===== config.mk =====
export PLATFORM = sky130hd
export DESIGN_NAME = opnd_ea_seq
export DESIGN_NICKNAME = d
export VERILOG_FILES = /design/src/rtl/oea_pkg.sv /design/src/rtl/oea_step_unit.sv /design/src/rtl/oea_mem_port.sv /design/src/rtl/oea_result.sv /design/src/rtl/opnd_ea_seq.sv
export SDC_FILE = /design/constraint.sdc
export NUM_CORES = 1
export LEC_CHECK = 0
export BUFFER_PORTS_ARGS = -buffer_cell sky130_fd_sc_hd__buf_2
export CORE_UTILIZATION = 58
export CTS_CLUSTER_SIZE = 25
export DETAILED_ROUTE_END_ITERATION = 10
export MAX_ROUTING_LAYER = met4
export PLACE_DENSITY = 0.92
export SLEW_MARGIN = 10
export SYNTH_ARGS = -nofsm -noshare
export SYNTH_HDL_FRONTEND = slang
export SYNTH_SLANG_ARGS = --single-unit

===== constraint.sdc =====
create_clock -name clk -period 4.1 [get_ports clk]
set_input_delay 0 -clock clk [delete_from_list [all_inputs] [get_ports clk]]
set_output_delay 0 -clock clk [all_outputs]
set_load 0.03 [all_outputs]

===== src/rtl/oea_pkg.sv =====
package oea_pkg;

  typedef enum logic [2:0] {
    ST_IDLE  = 3'd0,
    ST_EVAL  = 3'd1,
    ST_XWAIT = 3'd2,
    ST_SUM   = 3'd3,
    ST_PWAIT = 3'd4
  } oea_state_t;

  localparam logic [2:0] AM_REG  = 3'd0;
  localparam logic [2:0] AM_DEF  = 3'd1;
  localparam logic [2:0] AM_INC  = 3'd2;
  localparam logic [2:0] AM_INCD = 3'd3;
  localparam logic [2:0] AM_DEC  = 3'd4;
  localparam logic [2:0] AM_DECD = 3'd5;
  localparam logic [2:0] AM_IDX  = 3'd6;
  localparam logic [2:0] AM_IDXD = 3'd7;

endpackage


===== src/rtl/oea_step_unit.sv =====
module oea_step_unit #(
  parameter int DW   = 16,
  parameter int NREG = 8,
  localparam int RAW = $clog2(NREG)
) (
  input  logic [DW-1:0]  base,
  input  logic [2:0]     mode,
  input  logic [RAW-1:0] rsel,
  input  logic           byte_op,
  output logic [DW-1:0]  inc_val,
  output logic [DW-1:0]  dec_val
);
  localparam logic [RAW-1:0] SP_IDX = RAW'(NREG - 2);

  logic          full_step;
  logic [DW-1:0] step;

  // Deferred modes carry mode[0]=1 (3 and 5) and always move a whole word.
  always_comb begin
    full_step = mode[0] || (rsel >= SP_IDX) || !byte_op;
    step      = full_step ? DW'(2) : DW'(1);
    inc_val   = base + step;
    dec_val   = base - step;
  end

endmodule


===== src/rtl/oea_mem_port.sv =====
module oea_mem_port #(
  parameter int AW = 16,
  parameter int DW = 16
) (
  input  logic          clk,
  input  logic          rst,
  input  logic          launch,
  input  logic [AW-1:0] launch_addr,
  input  logic          mem_ack,
  input  logic [DW-1:0] mem_rdata,
  output logic          mem_req,
  output logic [AW-1:0] mem_addr,
  output logic          resp_valid,
  output logic [DW-1:0] resp_data
);
  logic          req_q;
  logic [AW-1:0] addr_q;

  always_ff @(posedge clk) begin
    if (rst) begin
      req_q  <= 1'b0;
      addr_q <= '0;
    end else if (launch) begin
      req_q  <= 1'b1;
      addr_q <= launch_addr;
    end else if (req_q && mem_ack) begin
      req_q  <= 1'b0;
    end
  end

  assign mem_req    = req_q;
  assign mem_addr   = addr_q;
  assign resp_valid = req_q && mem_ack;
  assign resp_data  = mem_rdata;


  req_hold_chk: assert property (@(posedge clk) disable iff (rst)
    (mem_req && !mem_ack) |=> (mem_req && $stable(mem_addr)));


  single_outstanding_chk: assert property (@(posedge clk) disable iff (rst)
    launch |-> !mem_req);

endmodule


===== src/rtl/oea_result.sv =====
module oea_result #(
  parameter int DW = 16
) (
  input  logic          clk,
  input  logic          rst,
  input  logic          fin,
  input  logic          fin_regop,
  input  logic [DW-1:0] fin_ea,
  output logic          done,
  output logic          reg_operand,
  output logic [DW-1:0] ea
);
  logic          done_q;
  logic          regop_q;
  logic [DW-1:0] ea_q;

  always_ff @(posedge clk) begin
    if (rst) begin
      done_q  <= 1'b0;
      regop_q <= 1'b0;
      ea_q    <= '0;
    end else begin
      done_q <= fin;
      if (fin) begin
        regop_q <= fin_regop;
        ea_q    <= fin_ea;
      end
    end
  end

  assign done        = done_q;
  assign reg_operand = regop_q;
  assign ea          = ea_q;


  done_pulse_chk: assert property (@(posedge clk) disable iff (rst)
    done |=> !done);

endmodule


===== src/rtl/opnd_ea_seq.sv =====
module opnd_ea_seq #(
  parameter int DW   = 16,
  parameter int NREG = 8,
  localparam int RAW = $clog2(NREG)
) (
  input  logic           clk,
  input  logic           rst,
  input  logic           start,
  input  logic [2:0]     spec_mode,
  input  logic [RAW-1:0] spec_reg,
  input  logic           byte_op,
  output logic           busy,
  output logic [RAW-1:0] rf_raddr,
  input  logic [DW-1:0]  rf_rdata,
  output logic           rf_we,
  output logic [RAW-1:0] rf_waddr,
  output logic [DW-1:0]  rf_wdata,
  output logic           mem_req,
  output logic [DW-1:0]  mem_addr,
  input  logic           mem_ack,
  input  logic [DW-1:0]  mem_rdata,
  output logic           done,
  output logic           reg_operand,
  output logic [DW-1:0]  ea
);
  import oea_pkg::*;

  localparam logic [RAW-1:0] PC_IDX = RAW'(NREG - 1);
  localparam logic [DW-1:0]  WSTEP  = DW'(2);

  oea_state_t     st_q, st_d;
  logic [2:0]     mode_q;
  logic [RAW-1:0] rsel_q;
  logic           byte_q;
  logic [DW-1:0]  pc_snap_q;
  logic [DW-1:0]  x_q;

  logic           we_q;
  logic [RAW-1:0] waddr_q;
  logic [DW-1:0]  wdata_q;

  logic           we_d;
  logic [RAW-1:0] waddr_d;
  logic [DW-1:0]  wdata_d;

  logic           launch;
  logic [DW-1:0]  launch_addr;
  logic           resp_valid;
  logic [DW-1:0]  resp_data;

  logic           fin;
  logic           fin_regop;
  logic [DW-1:0]  fin_ea;

  logic [DW-1:0]  inc_val;
  logic [DW-1:0]  dec_val;
  logic [DW-1:0]  idx_base;
  logic [DW-1:0]  idx_sum;
  logic           is_indexed;

  assign is_indexed = (mode_q == AM_IDX) || (mode_q == AM_IDXD);

  // Index modes read the PC first (extension word), otherwise the named register.
  always_comb begin
    if (st_q == ST_EVAL && is_indexed) rf_raddr = PC_IDX;
    else                               rf_raddr = rsel_q;
  end

  // After the extension fetch the PC write is still in flight, so the
  // relative base is formed from the snapshot instead of a re-read.
  assign idx_base = (rsel_q == PC_IDX) ? (pc_snap_q + WSTEP) : rf_rdata;
  assign idx_sum  = idx_base + x_q;

  oea_step_unit #(.DW(DW), .NREG(NREG)) u_step (
    .base    (rf_rdata),
    .mode    (mode_q),
    .rsel    (rsel_q),
    .byte_op (byte_q),
    .inc_val (inc_val),
    .dec_val (dec_val)
  );

  always_comb begin
    st_d        = st_q;
    launch      = 1'b0;
    launch_addr = '0;
    we_d        = 1'b0;
    waddr_d     = rsel_q;
    wdata_d     = '0;
    fin         = 1'b0;
    fin_regop   = 1'b0;
    fin_ea      = '0;
    unique case (st_q)
      ST_IDLE: begin
        if (start) st_d = ST_EVAL;
      end
      ST_EVAL: begin
        unique case (mode_q)
          AM_REG: begin
            fin       = 1'b1;
            fin_regop = 1'b1;
            st_d      = ST_IDLE;
          end
          AM_DEF: begin
            fin    = 1'b1;
            fin_ea = rf_rdata;
            st_d   = ST_IDLE;
          end
          AM_INC: begin
            we_d    = 1'b1;
            wdata_d = inc_val;
            fin     = 1'b1;
            fin_ea  = rf_rdata;
            st_d    = ST_IDLE;
          end
          AM_INCD: begin
            we_d        = 1'b1;
            wdata_d     = inc_val;
            launch      = 1'b1;
            launch_addr = rf_rdata;
            st_d        = ST_PWAIT;
          end
          AM_DEC: begin
            we_d    = 1'b1;
            wdata_d = dec_val;
            fin     = 1'b1;
            fin_ea  = dec_val;
            st_d    = ST_IDLE;
          end
          AM_DECD: begin
            we_d        = 1'b1;
            wdata_d     = dec_val;
            launch      = 1'b1;
            launch_addr = dec_val;
            st_d        = ST_PWAIT;
          end
          default: begin
            launch      = 1'b1;
            launch_addr = rf_rdata;
            st_d        = ST_XWAIT;
          end
        endcase
      end
      ST_XWAIT: begin
        if (resp_valid) begin
          we_d    = 1'b1;
          waddr_d = PC_IDX;
          wdata_d = pc_snap_q + WSTEP;
          st_d    = ST_SUM;
        end
      end
      ST_SUM: begin
        if (mode_q == AM_IDXD) begin
          launch      = 1'b1;
          launch_addr = idx_sum;
          st_d        = ST_PWAIT;
        end else begin
          fin    = 1'b1;
          fin_ea = idx_sum;
          st_d   = ST_IDLE;
        end
      end
      ST_PWAIT: begin
        if (resp_valid) begin
          fin    = 1'b1;
          fin_ea = resp_data;
          st_d   = ST_IDLE;
        end
      end
      default: st_d = ST_IDLE;
    endcase
  end

  always_ff @(posedge clk) begin
    if (rst) begin
      st_q      <= ST_IDLE;
      mode_q    <= AM_REG;
      rsel_q    <= '0;
      byte_q    <= 1'b0;
      pc_snap_q <= '0;
      x_q       <= '0;
      we_q      <= 1'b0;
      waddr_q   <= '0;
      wdata_q   <= '0;
    end else begin
      st_q    <= st_d;
      we_q    <= we_d;
      waddr_q <= waddr_d;
      wdata_q <= wdata_d;
      if (st_q == ST_IDLE && start) begin
        mode_q <= spec_mode;
        rsel_q <= spec_reg;
        byte_q <= byte_op;
      end
      if (st_q == ST_EVAL && is_indexed) pc_snap_q <= rf_rdata;
      if (st_q == ST_XWAIT && resp_valid) x_q <= resp_data;
    end
  end

  assign busy     = (st_q != ST_IDLE);
  assign rf_we    = we_q;
  assign rf_waddr = waddr_q;
  assign rf_wdata = wdata_q;

  oea_mem_port #(.AW(DW), .DW(DW)) u_mem (
    .clk         (clk),
    .rst         (rst),
    .launch      (launch),
    .launch_addr (launch_addr),
    .mem_ack     (mem_ack),
    .mem_rdata   (mem_rdata),
    .mem_req     (mem_req),
    .mem_addr    (mem_addr),
    .resp_valid  (resp_valid),
    .resp_data   (resp_data)
  );

  oea_result #(.DW(DW)) u_res (
    .clk         (clk),
    .rst         (rst),
    .fin         (fin),
    .fin_regop   (fin_regop),
    .fin_ea      (fin_ea),
    .done        (done),
    .reg_operand (reg_operand),
    .ea          (ea)
  );


  regop_mode_chk: assert property (@(posedge clk) disable iff (rst)
    (done && reg_operand) |-> (mode_q == AM_REG));


  wr_target_chk: assert property (@(posedge clk) disable iff (rst)
    rf_we |-> (rf_waddr == rsel_q || rf_waddr == PC_IDX));


  wr_single_chk: assert property (@(posedge clk) disable iff (rst)
    rf_we |=> !rf_we);


  busy_hold_chk: assert property (@(posedge clk) disable iff (rst)
    (busy && start) |=> $stable(mode_q) && $stable(rsel_q));


  idle_quiet_chk: assert property (@(posedge clk) disable iff (rst)
    !busy |-> !mem_req);

endmodule


# [Word-level counts from Yosys, hierarchy flattened]
# Index checks and enable logic that the tools add are counted.
[op_classes] n_addsub=4 multipliers=0 div=0 order_cmp=1 n_eq_ne=15 shift=0 n_mux=34 n_bitwise=0 reduce_logical=19
[ops] operator="$pmux 16 s2" n=5
[ops] operator="$mux 16" n=5
[ops] operator="$pmux 16 s3" n=1
[ops] operator="$add 16x16->16" n=2
[ops] operator="$mux 3" n=7
[ops] operator="$eq 3x3->1 const B" n=6
[ops] operator="$add 16x2->16 const B" n=1
[ops] operator="$sub 16x16->16" n=1
[ops] operator="$pmux 3 s5" n=1
[ops] operator="$eq 3x2->1 const B" n=4
[ops] operator="$mux 1" n=10
[ops] operator="$reduce_or 2->1" n=4
[ops] operator="$reduce_or 4->1" n=2
[ops] operator="$eq 3x1->1 const B" n=2
[ops] operator="$logic_not 3->1" n=2
[ops] operator="$ne 2x2->1 const B" n=3
[ops] operator="$pmux 3 s2" n=1
[ops] operator="$logic_and 1x1->1" n=4
[ops] operator="$pmux 1 s2" n=2
[ops] operator="$ge 3x3->1 const B" n=1
[ops] operator="$logic_or 1x1->1" n=3
[ops] operator="$pmux 1 s3" n=1
[ops] operator="$reduce_and 3->1" n=1
[ops] operator="$reduce_bool 3->1" n=1
[ops] operator="3 further kinds" n=3
[totals] register_bits=97 latch_bits=0 mem_bits_rw=0 rom_bits=0 in_bits=43 out_inout_bits=59 wordCells=87 memories=0

# [Logic depth before layout (Yosys ltp)]
[logic_depth] depth_word=7 depth_mapped=15 depth_no_buf=13

# [Modules after synthesis]
# A second synthesis with hierarchy kept.
[unflattened] cells_unflattened=870 hier_area_um2=6688.9
[modules_own_cells] mod="opnd_ea_seq" instances=1 cells_each=650 area_each_um2=4633.2 seq_area_each_um2=1241.2
[modules_own_cells] mod="oea_mem_port" instances=1 cells_each=73 area_each_um2=743.2 seq_area_each_um2=340.3
[modules_own_cells] mod="oea_step_unit" instances=1 cells_each=90 area_each_um2=670.6 seq_area_each_um2=0.0
[modules_own_cells] mod="oea_result" instances=1 cells_each=57 area_each_um2=641.9 seq_area_each_um2=360.3

# [Worst setup path after synthesis]
# Ideal clock, no wire load.
[synth_timing] path_kind="reg2reg" startpoint="reg mode_q[0]" endpoint="reg u_mem.addr_q[12] (netlist: u_mem.mem_addr[12])" setup_time_ns=0.127 arrival_ns=3.373 t_required_ns=3.973 slack_ns=0.600 stages_incl_launch_ff=15 path_buffers=3 synth_period_minus_slack_ns=3.500 cell_sequence="dfxtp_1 > clkbuf_1 > inv_1 > clkbuf_1 > nand3_1 > inv_1 > ha_1 > fa_1 > or4b_1 > clkbuf_1 > nor4_1 > nor2_1 > o21ai_0 > a21oi_1 > or3_1"
[synth_between] elab_chain_cells=6 word_cells_on_any_way=17 classes_between="add/sub (1); eq/ne (5); mux (7); reduce/logical (4)"
[synth_lines] item="from (decl)" line="opnd_ea_seq.sv:32" source="logic [2:0] mode_q;"
[synth_lines] item="from (signal assigned)" line="opnd_ea_seq.sv:191" source="mode_q <= spec_mode;"
[synth_lines] item="$logic_or 1x1->1 (2 in series)" line="oea_step_unit.sv:20" source="full_step = mode[0] || (rsel >= SP_IDX) || !byte_op;"
[synth_lines] item="$mux 2" line="oea_step_unit.sv:21" source="step = full_step ? DW'(2) : DW'(1);"
[synth_lines] item="$sub 16x16->16" line="oea_step_unit.sv:23" source="dec_val = base - step;"
[synth_lines] item="$pmux 16 s2" line="opnd_ea_seq.sv:98" source="unique case (mode_q)"
[synth_lines] item="$pmux 16 s2" line="opnd_ea_seq.sv:93" source="unique case (st_q)"
[synth_lines] item="to (signal assigned)" line="oea_mem_port.sv:25" source="addr_q <= launch_addr;"
[synth_lines] item="to (decl)" line="oea_mem_port.sv:17" source="logic [AW-1:0] addr_q;"
# Several ways; a longest one is shown, not always the timed one.
# A chain may end at the register's enable or synchronous reset.

# [Worst setup path after layout]
[layout_timing] startpoint="reg rsel_q[2]" endpoint="reg u_mem.addr_q[12] (netlist: u_mem.mem_addr[12])"
[layout_between] elab_chain_cells=7 word_cells_on_any_way=11 classes_between="add/sub (2); order compare (1); eq/ne (1); mux (5); reduce/logical (2)"
[layout_lines] item="from (decl)" line="opnd_ea_seq.sv:33" source="logic [RAW-1:0] rsel_q;"
[layout_lines] item="from (signal assigned)" line="opnd_ea_seq.sv:192" source="rsel_q <= spec_reg;"
[layout_lines] item="$ge 3x3->1" line="oea_step_unit.sv:20"
[layout_lines] item="$logic_or 1x1->1 (2 in series)" line="oea_step_unit.sv:20"
[layout_lines] item="$mux 2" line="oea_step_unit.sv:21"
[layout_lines] item="$sub 16x16->16" line="oea_step_unit.sv:23"
[layout_lines] item="$pmux 16 s2" line="opnd_ea_seq.sv:98"
[layout_lines] item="$pmux 16 s2 *" line="opnd_ea_seq.sv:93"
# Mark *: on every way between the ends. The rest lies on a longest branch, timed or not.

==> impl_metrics.yaml <==
power:
  intPower_mw: 1.422
  vdd_drop_max_mv: 0.2479
  total_power_mw: 2.055
  pwr-share-comb: 0.202
  p_sw_uw: 632.9
  swShare: 0.3080
  p_leak_nw: 2.901
  p_per_area_nw_per_um2: 271.7
  pwr-share-seq: 0.477
  p_clk_frac: 0.321
layout:
  syn2layout_area_growth_pct: 17.49
  layout.nets: 1043
  utilization: 0.6978
  num_antenna_cells: 0
  drive_gt1_frac: 0.1510
floorplanning:
  die_height_um: 107.4
  start_util: 0.5940
  fp-row-count: 38
  dieArea_um2: 11530
  core_um2: 10840
  io_pins: 102
  fp.dieW_um: 107.4
routing:
  wirelength_um: 22820
  drtPass1Iterations: 7
  vias: 7625
  via_per_inst: 6.808
  wl_per_cell_um: 20.37
  ant_nets: 0
  detail_route.iter0.violations: 1314
  route.detailed.drc: 0
timing:
  rsz0062_at_grt: "false"
  fin_crit_sh: 0.8497
  fmax_mhz: 287.0
  slew_headroom: 0.3636
  period_minus_slack_ps: 3484
  setup_tns_ps: 0
  hold_viol_final: 0
  setup_viol: 0
  slew_violations: 0
  tightest_slew_ps: 954.6
  skew_ps: 17.46
  setup_ws_ps: 616.1
place:
  numPortBuffers: 101
  post-place-ws_ps: 760.1
  hpwl_um: 15610
  place_congestion: 1.004
cts:
  clk_path_buf_depth: 2
  root_buffer: "clkbuf_8"
  clk_latency_ps: 400
  cts_tree: "yes"
  clkTransAtPathRegs_ps: 100
  numCtsBuffers: 9
  postCtsSetupBuffers: 0
  clock-sinks: 97
  htree_levels: 3
status:
  status: "complete, no violations"
critical_path:
  r2r_slack_ps: 620
  cpMostUsedCell: "a211oi_1"
  crit_path_end_kind: "flop"
  crit_chain: "nand3_1 > buf_4 > nand2_1 > o21ai_0 > fa_1 > a211oi_1 > o211ai_1 > a211oi_1 > o21a_1 > nor4_1 > or3_1"
  cp.required_ps: 4390
  crit_cells: 11
  crit_path_max_fanout: 32
  cp_slowest_cell: "fa_1"
  arrival_ps: 3770
  critPathBufInv: 1
  max_stage_delay_ps: 490
  critPathLaunchType: "flop"
  critPathTopFamily: "compound AO/OA/AOI/OAI gates"
  path_class: "flop to flop"
  reg2reg_depth: 11
grt:
  grt_max_degree: 87
  grt_first_pass_wirelength_um: 35650
  grt_overflow_total: 0
  grtUsageTotal: 0.4150
  grt_pass1_vias: 6848
  antenna_found_initial: 0
hold_path:
  hold_depth: 3
  hp-class: "input port to flop"
job:
  maxCapViolCount: 0
synth:
  yosysWarnings: 0
  synth-edff-count: 0
  synth_area_leader_cell: "dfxtp_1"
  async_reset_ff_frac: 0
  synthCells: 879
  syn_area_per_cell_um2: 7.325
  synth-seq-cells: 97
  netlist.area_leader.share: 0.3016
  synth_area_um2: 6439
  synth.area.top_cells: "dfxtp_1 (30%), nand2_1 (7.9%), a21oi_1 (7.6%), nor2_1 (4.4%), ha_1 (4.1%)"
  synthFlopType: "dfxtp_1"
  synth_fp_nets: 946
  seq_area_frac_synth: 0.3016
  synthDistinctLibCells: 66
[power by group through the flow]
stage / clock network (mW) / registers, mW / logic [mW]
floorplan: 0 / 1.02 / 0.230
global placement: 0 / 1.00 / 0.361
detailed placement: 0 / 1.00 / 0.365
CTS: 0.661 / 0.979 / 0.395
global route: 0.699 / 0.983 / 0.438
finish: 0.660 / 0.981 / 0.415
[tightest hold or removal path, cell delays in order]
cell and delay, ps:
buf_2 210, nand2_1 100, a21oi_1 50
[final cells by class]
cell class | instances | area, µm²
Fill cell | 864 | 3276
Inverter | 15 | 56.30
Sequential cell | 97 | 1942
Tap cell | 140 | 175.2
Clock inverter | 2 | 37.54
Timing Repair Buffer | 158 | 1031
Clock buffer | 13 | 158.9
Multi-Input combinational cell | 695 | 4164
[cell usage in the layout, fill, tap and decap left out, drive strengths merged, types with 12 or more instances in the layout]
master,n
a21oi,98
a31oi,12
buf,119
clkbuf,13
dfxtp,97
dlygate4sd3,39
ha,21
inv,15
nand2,136
nand3,27
nand4,14
nor2,75
nor3,20
nor4,13
o21ai,50
o22ai,15
or3,14
xnor2,23
xor2,15
[per-layer routing]
metal / GRT usage / vias to the layer above / routed length [µm]
met5: - / - / 0
met1: 0.5047 / 3408 / 8372
li1: - / 3376 / -
met3: 0.08777 / 187 / 2888
met2: 0.6309 / 654 / 9990
met4: 0.2524 / 0 / 1565
[kinds of logic after synthesis]
kind of cell,count (synthesis),synth area share
buffers and inverters,87,0.05324
AO/OA/AOI/OAI,277,0.2761
adder cells (fa/ha/maj),25,0.05169
AND/OR/NAND/NOR,346,0.2513
flip-flops,97,0.3016
XOR/XNOR,38,0.05169
multiplexers,9,0.01438
[path summary, 6_finish.rpt]
kind                    start            endpoint
setup / recovery    rsel_q[2]  u_mem.mem_addr[12]
hold / removal    rf_rdata[2]        pc_snap_q[2]
setup reg to reg    rsel_q[2]  u_mem.mem_addr[12]
hold reg to reg   u_res.ea[6]         u_res.ea[6]
[synthesized netlist by cell type (4+ instances only)]
cell	instances
nand2_1	136
a21oi_1	98
dfxtp_1	97
nor2_1	75
clkbuf_1	64
o21ai_0	50
nand3_1	27
xnor2_1	23
ha_1	21
nor3_1	20
inv_1	15
o22ai_1	15
xor2_1	15
nand4_1	14
or3_1	14
nor4_1	13
a31oi_1	12
a222oi_1	11
a211oi_1	9
a221oi_1	9
a22oi_1	9
o211ai_1	9
o21a_1	9
nand2b_1	8
nor2b_1	8
a22o_1	7
mux2i_1	7
a21o_1	6
or2_2	6
and2_1	5
and3_1	5
buf_1	5
o221ai_1	4
[flip-flops by register name (all words and copies together), names as in the netlist]
register and count:
pc_snap_q 16, rf_wdata 16, u_mem.mem_addr 16, u_res.ea 16, x_q 16, mode_q 3
rf_waddr 3, rsel_q 3, st_q 3, byte_q 1, rf_we 1, u_mem.mem_req 1
u_res.done 1, u_res.reg_operand 1
[what timing repair did]
action                                  CTS  global route
hold endpoints to repair                 46             0
endpoints found under the setup margin    0             0
hold buffers                             39             0
gates resized for setup                   0             0
[per-stage QoR]
stage	hold WS (ps)	area [µm²]	instances
2_1_floorplan	136.0	6439	879
3_3_place_gp	244.6	6978	1066
3_5_place_dp	242.4	6978	1066
4_1_cts	8.925	7565	1120
5_1_grt	50.51	7565	1120
6_report	30.79	7565	1120
Note: power is estimated with default switching activity, not from simulation.
